==> src/rtl/lbt_pkg.sv <==
package lbt_pkg;
  // Instruction class seen by the tag lookup
  typedef enum logic [1:0] {
    CLS_NONE = 2'b00,
    CLS_MEM  = 2'b01,
    CLS_JUMP = 2'b10,
    CLS_RSVD = 2'b11
  } icls_e;

  localparam int unsigned NUM_BANKS = 2;   // 0: load/store, 1: fetch
endpackage

==> src/rtl/lbt_match.sv <==
// Parallel comparison of one register number against every line tag.
module lbt_match #(
  parameter int unsigned LINES = 8,
  parameter int unsigned REG_W = 6
) (
  input  logic [LINES-1:0]            vld,
  input  logic [LINES-1:0][REG_W-1:0] tags,
  input  logic [REG_W-1:0]            key,
  output logic [LINES-1:0]            match
);
  for (genvar l = 0; l < LINES; l++) begin : g_cmp
    assign match[l] = vld[l] && (tags[l] == key);
  end
endmodule

==> src/rtl/lbt_pair_lru.sv <==
// Age ranking of line pairs; age PAIRS-1 marks the least recently allocated.
module lbt_pair_lru #(
  parameter int unsigned PAIRS = 4,
  localparam int unsigned PW   = (PAIRS > 1) ? $clog2(PAIRS) : 1
) (
  input  logic          clk,
  input  logic          rst_n,
  input  logic          touch,
  input  logic [PW-1:0] touch_pair,
  output logic [PW-1:0] lru_pair
);
  logic [PAIRS-1:0][PW-1:0] age_q, age_d;

  always_comb begin
    age_d = age_q;
    for (int p = 0; p < PAIRS; p++) begin
      if (PW'(p) == touch_pair) begin
        age_d[p] = '0;
      end else if (age_q[p] < age_q[touch_pair]) begin
        age_d[p] = age_q[p] + PW'(1);
      end
    end
  end

  always_comb begin
    lru_pair = '0;
    for (int p = 0; p < PAIRS; p++) begin
      if (age_q[p] == PW'(PAIRS - 1)) begin
        lru_pair = PW'(p);
      end
    end
  end

  always_ff @(posedge clk or negedge rst_n) begin
    if (!rst_n) begin
      for (int p = 0; p < PAIRS; p++) begin
        age_q[p] <= PW'(PAIRS - 1 - p);
      end
    end else if (touch) begin
      age_q <= age_d;
    end
  end
endmodule

==> src/rtl/lbt_bank.sv <==
// One bank of tagged lines organised as pairs, with lookup and victim choice.
module lbt_bank #(
  parameter int unsigned LINES  = 8,
  parameter int unsigned REG_W  = 6,
  parameter int unsigned ADDR_W = 27,
  localparam int unsigned PAIRS = LINES / 2,
  localparam int unsigned LW    = $clog2(LINES),
  localparam int unsigned PW    = LW - 1
) (
  input  logic              clk,
  input  logic              rst_n,
  input  logic              flush,
  input  logic              look_en,
  input  logic [REG_W-1:0]  look_reg,
  input  logic              alloc_en,
  input  logic [REG_W-1:0]  alloc_reg,
  input  logic [ADDR_W-1:0] alloc_addr,
  output logic              hit,
  output logic [LW-1:0]     hit_idx,
  output logic [ADDR_W-1:0] hit_addr,
  output logic [LW-1:0]     victim_idx
);
  logic [LINES-1:0]             vld_q, vld_d;
  logic [LINES-1:0][REG_W-1:0]  reg_q, reg_d;
  logic [LINES-1:0][ADDR_W-1:0] addr_q, addr_d;
  logic [PAIRS-1:0]             mru_q, mru_d;

  logic [LINES-1:0] look_m, alloc_m;
  logic [LW-1:0]    look_idx;
  logic             owned;
  logic [PW-1:0]    own_pair, lru_pair, vpair;
  logic             wr;

  lbt_match #(.LINES(LINES), .REG_W(REG_W)) i_look_match (
    .vld(vld_q), .tags(reg_q), .key(look_reg), .match(look_m)
  );

  lbt_match #(.LINES(LINES), .REG_W(REG_W)) i_alloc_match (
    .vld(vld_q), .tags(reg_q), .key(alloc_reg), .match(alloc_m)
  );

  // Lookup: a register owns at most one pair, so at most one pair matches.
  always_comb begin
    look_idx = '0;
    for (int p = 0; p < PAIRS; p++) begin
      if (look_m[2*p] || look_m[2*p+1]) begin
        if (look_m[2*p] && look_m[2*p+1]) begin
          look_idx = {PW'(p), mru_q[p]};
        end else begin
          look_idx = {PW'(p), look_m[2*p+1]};
        end
      end
    end
  end

  assign hit      = look_en && (|look_m);
  assign hit_idx  = hit ? look_idx : '0;
  assign hit_addr = hit ? addr_q[look_idx] : '0;

  // Victim choice: owned pair alternates, otherwise even line of LRU pair.
  always_comb begin
    own_pair = '0;
    for (int p = 0; p < PAIRS; p++) begin
      if (alloc_m[2*p] || alloc_m[2*p+1]) begin
        own_pair = PW'(p);
      end
    end
  end

  assign owned      = |alloc_m;
  assign victim_idx = owned ? {own_pair, ~mru_q[own_pair]} : {lru_pair, 1'b0};
  assign vpair      = victim_idx[LW-1:1];
  assign wr         = alloc_en && !flush;

  lbt_pair_lru #(.PAIRS(PAIRS)) i_lru (
    .clk(clk), .rst_n(rst_n), .touch(wr), .touch_pair(vpair), .lru_pair(lru_pair)
  );

  // Next state
  always_comb begin
    vld_d  = vld_q;
    reg_d  = reg_q;
    addr_d = addr_q;
    mru_d  = mru_q;
    if (flush) begin
      vld_d = '0;
    end else if (alloc_en) begin
      vld_d[victim_idx]  = 1'b1;
      reg_d[victim_idx]  = alloc_reg;
      addr_d[victim_idx] = alloc_addr;
      mru_d[vpair]       = victim_idx[0];
      if (!owned) begin
        vld_d[{vpair, 1'b1}] = 1'b0;
      end
    end
  end

  // Registers
  always_ff @(posedge clk or negedge rst_n) begin
    if (!rst_n) begin
      vld_q <= '0;
    end else if (flush || wr) begin
      vld_q <= vld_d;
    end
  end

  always_ff @(posedge clk or negedge rst_n) begin
    if (!rst_n) begin
      reg_q  <= '0;
      addr_q <= '0;
      mru_q  <= '0;
    end else if (wr) begin
      reg_q  <= reg_d;
      addr_q <= addr_d;
      mru_q  <= mru_d;
    end
  end
endmodule

==> src/rtl/lbt_tagstore.sv <==
// Top: load/store bank and fetch bank, class-steered lookup.
module lbt_tagstore
  import lbt_pkg::*;
#(
  parameter int unsigned LINES_PER_BANK = 8,
  parameter int unsigned REG_W          = 6,
  parameter int unsigned ADDR_W         = 27,
  localparam int unsigned LW            = $clog2(LINES_PER_BANK),
  localparam int unsigned IW            = LW + 1
) (
  input  logic              clk,
  input  logic              rst_n,
  input  logic              flush,
  input  logic [REG_W-1:0]  dec_reg,
  input  logic [1:0]        dec_class,
  input  logic              alloc_en,
  input  logic              alloc_fetch,
  input  logic [REG_W-1:0]  alloc_reg,
  input  logic [ADDR_W-1:0] alloc_addr,
  output logic              hit,
  output logic [IW-1:0]     hit_line,
  output logic [ADDR_W-1:0] hit_addr,
  output logic              issue_ok,
  output logic              prefetch_req,
  output logic [IW-1:0]     victim_line
);
  logic is_mem, is_jump, needs_ptr;
  logic [NUM_BANKS-1:0]             bk_hit;
  logic [NUM_BANKS-1:0][LW-1:0]     bk_idx;
  logic [NUM_BANKS-1:0][ADDR_W-1:0] bk_addr;
  logic [NUM_BANKS-1:0][LW-1:0]     bk_vic;

  assign is_mem    = (dec_class == CLS_MEM);
  assign is_jump   = (dec_class == CLS_JUMP);
  assign needs_ptr = is_mem || is_jump;

  for (genvar b = 0; b < NUM_BANKS; b++) begin : g_bank
    logic look_en_b, alloc_en_b;
    assign look_en_b  = (b == 0) ? is_mem : is_jump;
    assign alloc_en_b = alloc_en && (alloc_fetch == (b != 0));

    lbt_bank #(
      .LINES(LINES_PER_BANK), .REG_W(REG_W), .ADDR_W(ADDR_W)
    ) i_bank (
      .clk        (clk),
      .rst_n      (rst_n),
      .flush      (flush),
      .look_en    (look_en_b),
      .look_reg   (dec_reg),
      .alloc_en   (alloc_en_b),
      .alloc_reg  (alloc_reg),
      .alloc_addr (alloc_addr),
      .hit        (bk_hit[b]),
      .hit_idx    (bk_idx[b]),
      .hit_addr   (bk_addr[b]),
      .victim_idx (bk_vic[b])
    );
  end

  assign hit          = |bk_hit;
  assign hit_line     = !hit    ? '0
                      : is_jump ? {1'b1, bk_idx[1]} : {1'b0, bk_idx[0]};
  assign hit_addr     = is_jump ? bk_addr[1] : bk_addr[0];
  assign issue_ok     = needs_ptr && hit;
  assign prefetch_req = needs_ptr && !hit;
  assign victim_line  = alloc_fetch ? {1'b1, bk_vic[1]} : {1'b0, bk_vic[0]};
endmodule

==> config.mk <==
export PLATFORM = sky130hd
export DESIGN_NAME = lbt_tagstore
export DESIGN_NICKNAME = d
export VERILOG_FILES = /design/src/rtl/lbt_pkg.sv /design/src/rtl/lbt_match.sv /design/src/rtl/lbt_pair_lru.sv /design/src/rtl/lbt_bank.sv /design/src/rtl/lbt_tagstore.sv
export SDC_FILE = /design/constraint.sdc
export NUM_CORES = 1
export LEC_CHECK = 0
export BUFFER_PORTS_ARGS = -buffer_cell sky130_fd_sc_hd__buf_2
export CORE_UTILIZATION = 50
export DETAILED_ROUTE_END_ITERATION = 8
export GPL_TIMING_DRIVEN = 0
export PLACE_DENSITY_LB_ADDON = 0.15
export SLEW_MARGIN = 40
export SYNTH_ARGS = -nofsm -noshare
export SYNTH_HDL_FRONTEND = slang
export SYNTH_SLANG_ARGS = --single-unit
==> constraint.sdc <==
create_clock -name clk -period 7.3 [get_ports clk]
set_clock_uncertainty 0.15 [all_clocks]
set_input_delay 0.73 -clock clk [delete_from_list [all_inputs] [get_ports clk]]
set_output_delay 0.73 -clock clk [all_outputs]
set_load 0.02 [all_outputs]
Yosys cells after proc, flatten, opt, wreduce, memory -nomap -nowiden
Cells that the tools add are included.
Word-level totals
  flip-flop bits (word level): 568
  input port bits: 46
  output and inout bits: 38
  word-level logic and storage cells: 332
Operators by class
  add/sub/neg operators: 8
  magnitude comparators: 24
  eq/ne operators: 46
  muxes and demuxes: 98
  bitwise gates (word level): 10
  reductions and logical operators: 102
Operator list (number)
  $bwmux 216: 2
  $eq 6x6->1: 32
  $mux 27: 7
  $bmux 27 s3: 2
  $demux 27 s3: 2
  $bwmux 48: 2
  $logic_and 1x1->1: 54
  $mux 2: 26
  $mux 8: 6
  $demux 6 s3: 2
  $reduce_or 8->1: 4
  $mux 3: 10
  $lt 3x4->1 const B: 6
  $mux 1: 22
  $reduce_and 2->1: 10
  $reduce_bool 2->1: 10
  $logic_or 1x1->1: 17
  $add 2x1->2 const B: 8
  $and 8x8->8: 2
  $lt 2x2->1: 8
  $not 8->8: 2
  $or 8x8->8: 2
  $eq 2x2->1 const B: 7
  $ge 3x1->1 const B: 4
  17 further kinds: 41

Longest topological paths before layout
Gate-level depths: netlist of run 1.
  word-level depth: 19
  gate-level depth with buffers: 15
  depth with buffers taken out: 10

Hierarchy
A second synthesis of run 1 with hierarchy kept.
Second synthesis, totals
  cells, all modules: 2128
  area total of the unflattened synthesis: 29335.6 µm²
Modules (own cells, without submodules)
  lbt_bank (g_bank[0].i_bank): times used 1, cells each 898, area each 12698.4 µm², seq. area each 6906.6 µm²
  lbt_bank (g_bank[1].i_bank): times used 1, cells each 747, area each 12200.5 µm², seq. area each 6906.6 µm²
  lbt_match: times used 4, cells each 70, area each 634.4 µm², seq. area each 0.0 µm²
  lbt_pair_lru: times used 2, cells each 76, area each 705.7 µm², seq. area each 205.2 µm²
  lbt_tagstore: times used 1, cells each 51, area each 488.0 µm², seq. area each 0.0 µm²

Worst setup path after synthesis of run 1
OpenSTA, ideal clock, no wires.
  path type: input-to-output
  start: input port dec_reg[2]
  end: output port hit_addr[23]
  arrival: 3187 ps
  required time: 6420 ps
  path slack: 3233 ps
  cell stages on the path: 14
  buffers on the path: 5
  cell sequence: buf_2 -> buf_2 -> xnor2_1 -> nand4_1 -> nor4_1 -> a21boi_0 -> nand2b_1 -> buf_2 -> buf_4 -> buf_4 -> mux2i_1 -> a32oi_1 -> nand4_1 -> nand2_1
On the way
  longest elaborated chain between the ends: 12
  elaborated cells between the ends (all ways): 75
  classes of those cells: 16 x eq/ne; 23 x mux; 36 x reduce/logical
RTL lines
  from (decl): RTL line lbt_tagstore.sv:14  | input logic [REG_W-1:0] dec_reg,
  $eq 6x6->1: RTL line lbt_match.sv:12  | assign match[l] = vld[l] && (tags[l] == key);
  $logic_and 1x1->1: RTL line lbt_match.sv:12
  $logic_and 1x1->1: RTL line lbt_bank.sv:47  | if (look_m[2*p] && look_m[2*p+1]) begin
  $mux 1: RTL line lbt_bank.sv:47
  $mux 1: RTL line lbt_bank.sv:46  | if (look_m[2*p] || look_m[2*p+1]) begin
  $mux 3 (3 in a row): RTL line lbt_bank.sv:46
  $bmux 27 s3: RTL line lbt_bank.sv:58  | assign hit_addr = hit ? addr_q[look_idx] : '0;
  $mux 27 (not written as such): RTL line lbt_bank.sv:58
  $mux 27: RTL line lbt_bank.sv:58
  $mux 27 *: RTL line lbt_tagstore.sv:63  | assign hit_addr = is_jump ? bk_addr[1] : bk_addr[0];
  to (decl): RTL line lbt_tagstore.sv:22  | output logic [ADDR_W-1:0] hit_addr,
Mark *: on every way between the ends. The rest lies on a longest branch, timed or not. The select of a mux whose other input is x is not followed.

Final worst setup path of run 1
  start: input port dec_reg[1]
  end: output port hit_addr[23]
The elaborated chain is that of the path after synthesis.

==> metrics.txt, run 1 <==
post-synthesis register bit count=568; area leader, netlist=dfrtp_1; Fin. Hold Viols=0; achievable frequency=168 MHz; CTS clock-pin slew for the worst setup and hold paths=0.06 ns; LEAKAGE=15.3 nW; Die Span Y=241 um; RSZ-0062 raised after global routing=false; CP bufs+invs=5; critical path arrival=5.06 ns; total of max-cap violations=0; DP HPWL=57,500 um; Die Span X=241 um; synth top area cells=dfrtp_1 (49%), mux2_2 (20%), mux2i_1 (5.8%); hold-fix buffers at CTS=1; antenna viol nets, final=0; first-pass GRT wire length=126,000 um; routed len/inst=25.7 um; Root Buffer=clkbuf_16; Setup Buffers After CTS=0; post-synthesis sequential area ratio=49.9%; final worst path period share=81.4%; EDFF count, synth=0; TritonCTS clock tree=done; delay-heaviest family, CP=buffers and inverters; drt first-iter violations=1,570; share of layout cells above drive strength 1=33.8%; top-count cell post-synth=dfrtp_1; Final Worst Setup Slack=1.36 ns; die area=58,000 um^2; Mean Syn Cell Area=12.4 um^2; # rows=87; Async S/R FF share, synth=100%; worst path cell trace=buf_2 -> buf_2 -> xnor2_1 -> nand4_1 -> nor4_1 -> nor2_1 -> nand3_1 -> nor3b_1 -> nor2_1 -> clkbuf_1 -> clkbuf_1 -> nand4_1 -> nand2_1 -> buf_2; CP dominant cell by count=buf_2; Max IR drop VDD=224 uV; vias in the first global route=19,900; Worst Max-Slew Pin Slew=0.883 ns; I/O pin cnt=84; Cell Count, Final, Fillers Out=3,253; via count=19,400; Post-synth top cells=dfrtp_1 (560), mux2_2 (505), mux2i_1 (164), xnor2_1 (135), nand2_1 (109); Worst path slowest cell=clkbuf_1; dpl cells=3,141; Synth warnings=0; Slew Viols, Final=0; Synth Flop Type=dfrtp_1; vias per cell=5.96; Mapped Nets=2,362; GP Congestion=0.907; final WL=83,600 um; Num CTS Buffers=60; largest net degree at the start of global routing=80; core area=56,400 um^2; Area after DPL=30,000 um^2; CP startpoint kind=primary input; setup violators final=0; Req. time, crit path=6.42 ns; synth-to-layout area growth=12.4%; Synth Cell Area=28,500 um^2; CP Class=primary input to primary output; Crit. End Element=primary output; Post-CTS Resized=0; minimum clock period=5.94 ns; Hold WC Path Type=primary input to flop; post-synthesis cell count=2,308; Antenna Cells=0; Rel. slew slack=41.2%; post-layout instance area=32,100 um^2; nets=2,502; Tot GR Track Use=29.4%; power per cell area=316 nW/um^2; initial antenna violation count=1; Initial Utilization=50.6%; reg-to-reg slack, setup=3.57 ns; post-synthesis cell type count=73; Setup WS pre-CTS=1.42 ns; Bufs on Longest Clock Path=3; Worst path max stage delay=0.67 ns; PortBufs=70; post-synth top area share=49.2%; H-tree Lvls=2; clk_lat worst skew=0.64 ns; Fin Setup TNS=0 ns; Pre-antenna DRT Iters=7; # DRC=0; Critical Path Fanout Max=10; outcome=completed; total grt overflow=0; Sink Count=568
-- final timing paths --
| path | startpoint | end | cells past startpoint |
|---|---|---|---|
| max in group asynchronous | rst_n | g_bank[0].i_bank.addr_q[154]$_DFFE_PN0P_ | 5 |
| worst min register to register | g_bank[0].i_bank.addr_q[105]$_DFFE_PN0P_ | g_bank[0].i_bank.addr_q[105]$_DFFE_PN0P_ | 1 |
| worst max register to register | g_bank[1].i_bank.reg_q[18]$_DFFE_PN0P_ | g_bank[1].i_bank.addr_q[141]$_DFFE_PN0P_ | 11 |
| worst min-delay path | alloc_addr[17] | g_bank[0].i_bank.addr_q[206]$_DFFE_PN0P_ | 2 |
| min in group asynchronous | rst_n | g_bank[0].i_bank.reg_q[0]$_DFFE_PN0P_ | 2 |
| worst max-delay path | dec_reg[1] | hit_addr[23] | 14 |
-- cell usage in the layout (no fill, tap or decap), drive strengths merged, types with 4 or more instances in the layout --
cell    instances
a211oi          6
a21boi          5
a21o            7
a21oi          39
a22oi          25
a31oi          12
a32oi           6
buf           183
clkbuf        168
clkinv          8
dfrtp         560
dfstp           8
ha              8
inv            28
mux2          530
mux2i         164
nand2         114
nand2b         11
nand3          46
nand4          56
nor2           88
nor2b          16
nor3           46
nor4           20
o21a           11
o21ai          28
o22ai          58
or2             4
xnor2         135
xor2           57
-- worst register-to-register path: cells and delay by family, from the launching register on --
family	cells	cell delay [ns]
multiplexers	1	0.36
XOR/XNOR	1	0.17
AO/OA/AOI/OAI	4	0.73
AND/OR/NAND/NOR	4	1.48
buffers and inverters	1	0.30
flip-flops	1	0.41
-- flip-flops by register name, summed over array words and instances, names as in the netlist --
| register | flops |
|---|---|
| g_bank.i_bank.reg_q | 96 |
| g_bank.i_bank.vld_q | 16 |
| g_bank.i_bank.addr_q | 432 |
| g_bank.i_bank.i_lru.age_q | 16 |
| g_bank.i_bank.mru_q | 8 |
-- cell families (layout without fill, tap and decap cells) --
logic type	count (synthesis)	after routing	synth area share, %
compound gates	226	226	5.58
xor+xnor	192	192	5.90
fa+ha+maj	8	8	0.351
buf+inv	204	393	4.02
flops	568	568	49.9
mux	695	695	26.9
simple gates	415	415	7.34
-- through the flow --
step                power [W]  hold slack [ns]  util, %
detailed placement    0.00704            0.324     53.3
global placement      0.00688            0.316     52.9
floorplan             0.00637            0.284        -
global route           0.0106            0.264     56.8
CTS                    0.0102            0.239     56.8
finish                 0.0101            0.268     56.8
-- final cells by class --
type                    count  area (um^2)
flip-flops and latches    568        14200
fillers                  4736        24300
clock buffers              96         1830
plain buffers             178         1060
inverters                  26         97.6
clock inverters            15          185
well taps                 756          946
multi-input cells        1536        13200
repair buffers             78          563
-- report_power, final --
group / internal, W / switching (W)
logic: 0.00132 / 0.00116
clock network: 0.00182 / 0.00129
registers: 0.00398 / 0.000541
-- per-layer routing --
layer / up-vias / part of all wire (%) / global-route usage [%]
li1: 8537 / - / -
met1: 10100 / 44 / 40.4
met2: 592 / 47 / 47.8
met3: 149 / 5.0 / 3.39
met4: 2 / 3.6 / 11.2
met5: - / 0.0096 / 0
Power figures use the tool's default switching activity.
==> inputs of run 2 (changes only) <==
--- a/config.mk
+++ b/config.mk
@@ -5,6 +5,7 @@
 export SDC_FILE = /design/constraint.sdc
 export NUM_CORES = 1
 export LEC_CHECK = 0
+export ABC_AREA = 1
 export BUFFER_PORTS_ARGS = -buffer_cell sky130_fd_sc_hd__buf_2
 export CORE_UTILIZATION = 50
 export DETAILED_ROUTE_END_ITERATION = 8
==> constraint.sdc (replaced) <==
create_clock -name clk -period 6 [get_ports clk]
set_clock_uncertainty 0.15 [all_clocks]
set_input_delay 0.6 -clock clk [delete_from_list [all_inputs] [get_ports clk]]
set_output_delay 0.6 -clock clk [all_outputs]
set_load 0.02 [all_outputs]
==> metrics.txt, run 2 <==
outcome=completed; Fin. Hold Viols=0 (unchanged); sw frac=26.7% (-2.9 points); Worst path max stage delay=0.65 ns (-0.02 ns); CP Class=primary input to primary output; Mean Syn Cell Area=7.48 um^2 (-39%); total grt overflow=0 (unchanged); Setup WS pre-CTS=0.735 ns (-0.689 ns); nets=4,332 (+73%); Hold WC Path Type=primary input to flop; drt first-iter violations=3,715 (+140%); Layout fillers=5,918 (+25%); worst min-delay path endpoint=g_bank[1].i_bank.addr_q[145]$_DFFE_PN0P_; CTS clock-pin slew for the worst setup and hold paths=0.06 ns (about the same); leading cell type in the layout, fill and taps excluded=nand2_1; Synth Cell Area=30,900 um^2 (+8.3%); Pre-antenna DRT Iters=6 (-1); PortBufs=80 (+14%); Bufs on Longest Clock Path=3 (unchanged); Comb power frac=10.5% (-14 points); reg-to-reg slack, setup=2.22 ns (-1.35 ns); GP Congestion=1.02 (+13%); reg2reg path depth=13 (+2); XOR/XNOR Fraction of Synth Area=0.993% (-4.9 points); achievable frequency=181 MHz; Crit. End Element=primary output; worst path cell trace=buf_2 -> clkinv_1 -> buf_2 -> nand2_1 -> nand4_1 -> nor2_1 -> o21ai_0 -> nand3_1 -> nand2_2 -> nand2_2 -> buf_1 -> nand2_1 -> nand3_1 -> nand3_1 -> nand3_1 -> nand2_1 -> buf_2; R2R Path Start=g_bank[1].i_bank.reg_q[31]$_DFFE_PN0P_; largest net degree at the start of global routing=76 (-5.0%); Setup Buffers After CTS=0 (unchanged); Most flops, register=g_bank.i_bank.addr_q; Mapped Nets=4,180 (+77%); setup violators final=0 (unchanged); I/O pin cnt=84 (unchanged); HP Start=alloc_addr[10]; Worst path slowest cell=buf_1; top-count cell post-synth=nand2_1; minimum clock period=5.52 ns; R2R Path End=g_bank[1].i_bank.reg_q[35]$_DFFE_PN0P_; most frequent cells in the layout=nand2_1 (1,202), dfrtp_1 (560), nand3_1 (476), inv_1 (436), o21ai_0 (365); # rows=90 (+3.4%); area leader, netlist=dfrtp_1; Die Span X=251 um (+4.0%); LEAKAGE=16.3 nW (+6.0%); Pwr Total=0.00919 W (-9.1%); final WL=117,000 um (+40%); routed len/inst=22.9 um (-11%); post-synth top area share=45.4% (-3.8 points); Final Worst Setup Slack=0.479 ns (-0.879 ns); clock power share=44.5% (+14 points); die area=62,800 um^2 (+8.2%); CP dominant cell by count=nand3_1; core area=60,700 um^2 (+7.6%); Worst Max-Slew Pin Slew=0.958 ns (+0.0750 ns); # DRC=0 (unchanged); Largest regs=g_bank.i_bank.addr_q: 432 flops, g_bank.i_bank.reg_q: 96 flops; Post-CTS Resized=0 (unchanged); post-synthesis sequential area ratio=46.1% (-3.8 points); post-synthesis cell type count=45 (-38%); EDFF count, synth=0 (unchanged); power per cell area=265 nW/um^2 (-16%); final worst path period share=92.0%; critical path arrival=4.77 ns (-0.29 ns); CP startpoint kind=primary input; main combinational cell family by area after synthesis=simple AND/OR/NAND/NOR gates; Root Buffer=clkbuf_16; Async S/R FF share, synth=100% (unchanged); Internal Power=0.00674 W (-5.4%); Synth warnings=0 (unchanged); RSZ-0062 raised after global routing=false; Max IR drop VDD=267 uV (+19%); Num CTS Buffers=61 (+1.7%); synth top area cells=dfrtp_1 (45%), nand2_1 (15%), nand3_1 (7.7%); post-synthesis register bit count=568 (unchanged); first-pass GRT wire length=175,000 um (+39%); DP HPWL=85,600 um (+49%); Hold Crit Depth=3 (+1); Req. time, crit path=5.25 ns (-1.17 ns); via count=29,800 (+54%); Initial Utilization=50.9% (+0.31 points); hold-fix buffers at CTS=1 (unchanged); share of layout cells above drive strength 1=8.85% (-25 points); net switching power figure=0.00246 W (-18%); clk_lat worst skew=0.66 ns (+0.02 ns); Die Span Y=251 um (+4.0%); H-tree Lvls=2 (unchanged); vias per cell=5.83 (-2.3%); total of max-cap violations=0 (unchanged); multiplexer share of the synthesized area=0% (-27 points); antenna viol nets, final=0 (unchanged); Synth Area in Compound Gates=11.5% (+5.9 points); TritonCTS clock tree=done; vias in the first global route=28,300 (+42%); Rel. slew slack=36.2% (-5.0 points); Post-Synth Adder-Cell Area=0.324% (-0.027 points); Sink Count=568 (unchanged); synthesized-area fraction occupied by and/or/nand/nor cells=30.7% (+23 points); Tot GR Track Use=37.5% (+8.1 points); post-synthesis cell count=4,126 (+79%); max reg flops=432 (unchanged); Post-synth top cells=nand2_1 (1,202), dfrtp_1 (560), nand3_1 (476), inv_1 (436), o21ai_0 (365); Synth Flop Type=dfrtp_1; synth-to-layout area growth=12.4% (about the same); initial antenna violation count=1 (unchanged); Sequential Power Share=44.9% (+0.2 points); Slew Viols, Final=0 (unchanged); Critical Path Fanout Max=10 (unchanged)
==> run 2: changes by cell type after synthesis, sizes merged, moves of 164 or more <==
cell | previous run | this run
mux2i | 164 | 0
nand3 | 46 | 479
inv | 26 | 451
nand2 | 114 | 1215
mux2 | 530 | 0
nand3b | 1 | 215
o21ai | 28 | 582
==> run 2: worst max-delay path, delay by kind of cell <==
family	cells	cell delay, ns
AOI/OAI and AO/OA	1	0.13
buffers and inverters	5	2.03
and+or+nand+nor	11	1.98
==> run 2: power by group through the flow <==
| stage | Sequential (W) | Clock [W] | Combinational, W |
|---|---|---|---|
| after floorplan | 0.00416 | 0 | 0.000587 |
| after global placement | 0.00419 | 0 | 0.000901 |
| after detailed placement | 0.00419 | 0 | 0.000939 |
| after CTS | 0.00413 | 0.00410 | 0.000944 |
| after global routing | 0.00415 | 0.00424 | 0.00107 |
| final | 0.00413 | 0.00409 | 0.000969 |
==> run 2: per-stage QoR <==
step | instance area (um^2) | std cells | utilization (%) | TNS (ns) | hold slack, ns
5_1_grt | 34700 | 5111 | 57.2 | 0 | 0.0697
3_5_place_dp | 32500 | 4996 | 53.5 | 0 | 0.314
4_1_cts | 34700 | 5111 | 57.1 | 0 | 0.0304
2_1_floorplan | 30900 | 4126 | - | 0 | 0.154
6_report | 34700 | 5112 | 57.2 | 0 | 0.0396
3_3_place_gp | 32300 | 4988 | 53.1 | -4448.07 | 0.307
==> run 2: layout make-up <==
cell class | count | area [um^2] | area share (%)
timing repair buffer | 89 | 641 | 1.85
clock buffer | 91 | 1820 | 5.24
tap | 782 | 978 | 2.82
buffer | 293 | 1530 | 4.41
multi-input combinational | 2812 | 13400 | 38.8
sequential | 568 | 14200 | 41.0
antenna | 1 | 2.50 | 0.00721
inverter | 453 | 1700 | 4.90
clock inverter | 23 | 352 | 1.01
==> run 2: layer usage <==
| metal | GRT usage, % | up-vias | share of wire (%) |
|---|---|---|---|
| li1 | - | 13600 | - |
| met1 | 50.9 | 14300 | 41 |
| met2 | 55.5 | 1584 | 43 |
| met3 | 12.4 | 300 | 13 |
| met4 | 14.0 | 0 | 3.7 |
| met5 | 0 | - | 0 |
==> run 2: logic make-up after synthesis <==
group / Yosys count
AOI/OAI and AO/OA: 681
adders and majority gates: 8
xor gates and xnor gates: 35
buffers and inverters: 746
DFF: 568
and+or+nand+nor: 2088
==> run 2: how the worst max path moves through the flow <==
stage / from / slack [ns] / to / depth (start not counted)
2_1_floorplan: dec_reg[4] / 2.47 / hit_line[0] / 13
3_3_place_gp: rst_n / -8.00 / g_bank[1].i_bank.addr_q[201]$_DFFE_PN0P_ / 1
3_5_place_dp: dec_reg[1] / 0.74 / hit_addr[1] / 15
4_1_cts: dec_reg[1] / 0.73 / hit_addr[1] / 16
5_1_grt: dec_reg[3] / 0.41 / hit_addr[16] / 17
6_report: dec_reg[1] / 0.48 / hit_addr[21] / 17
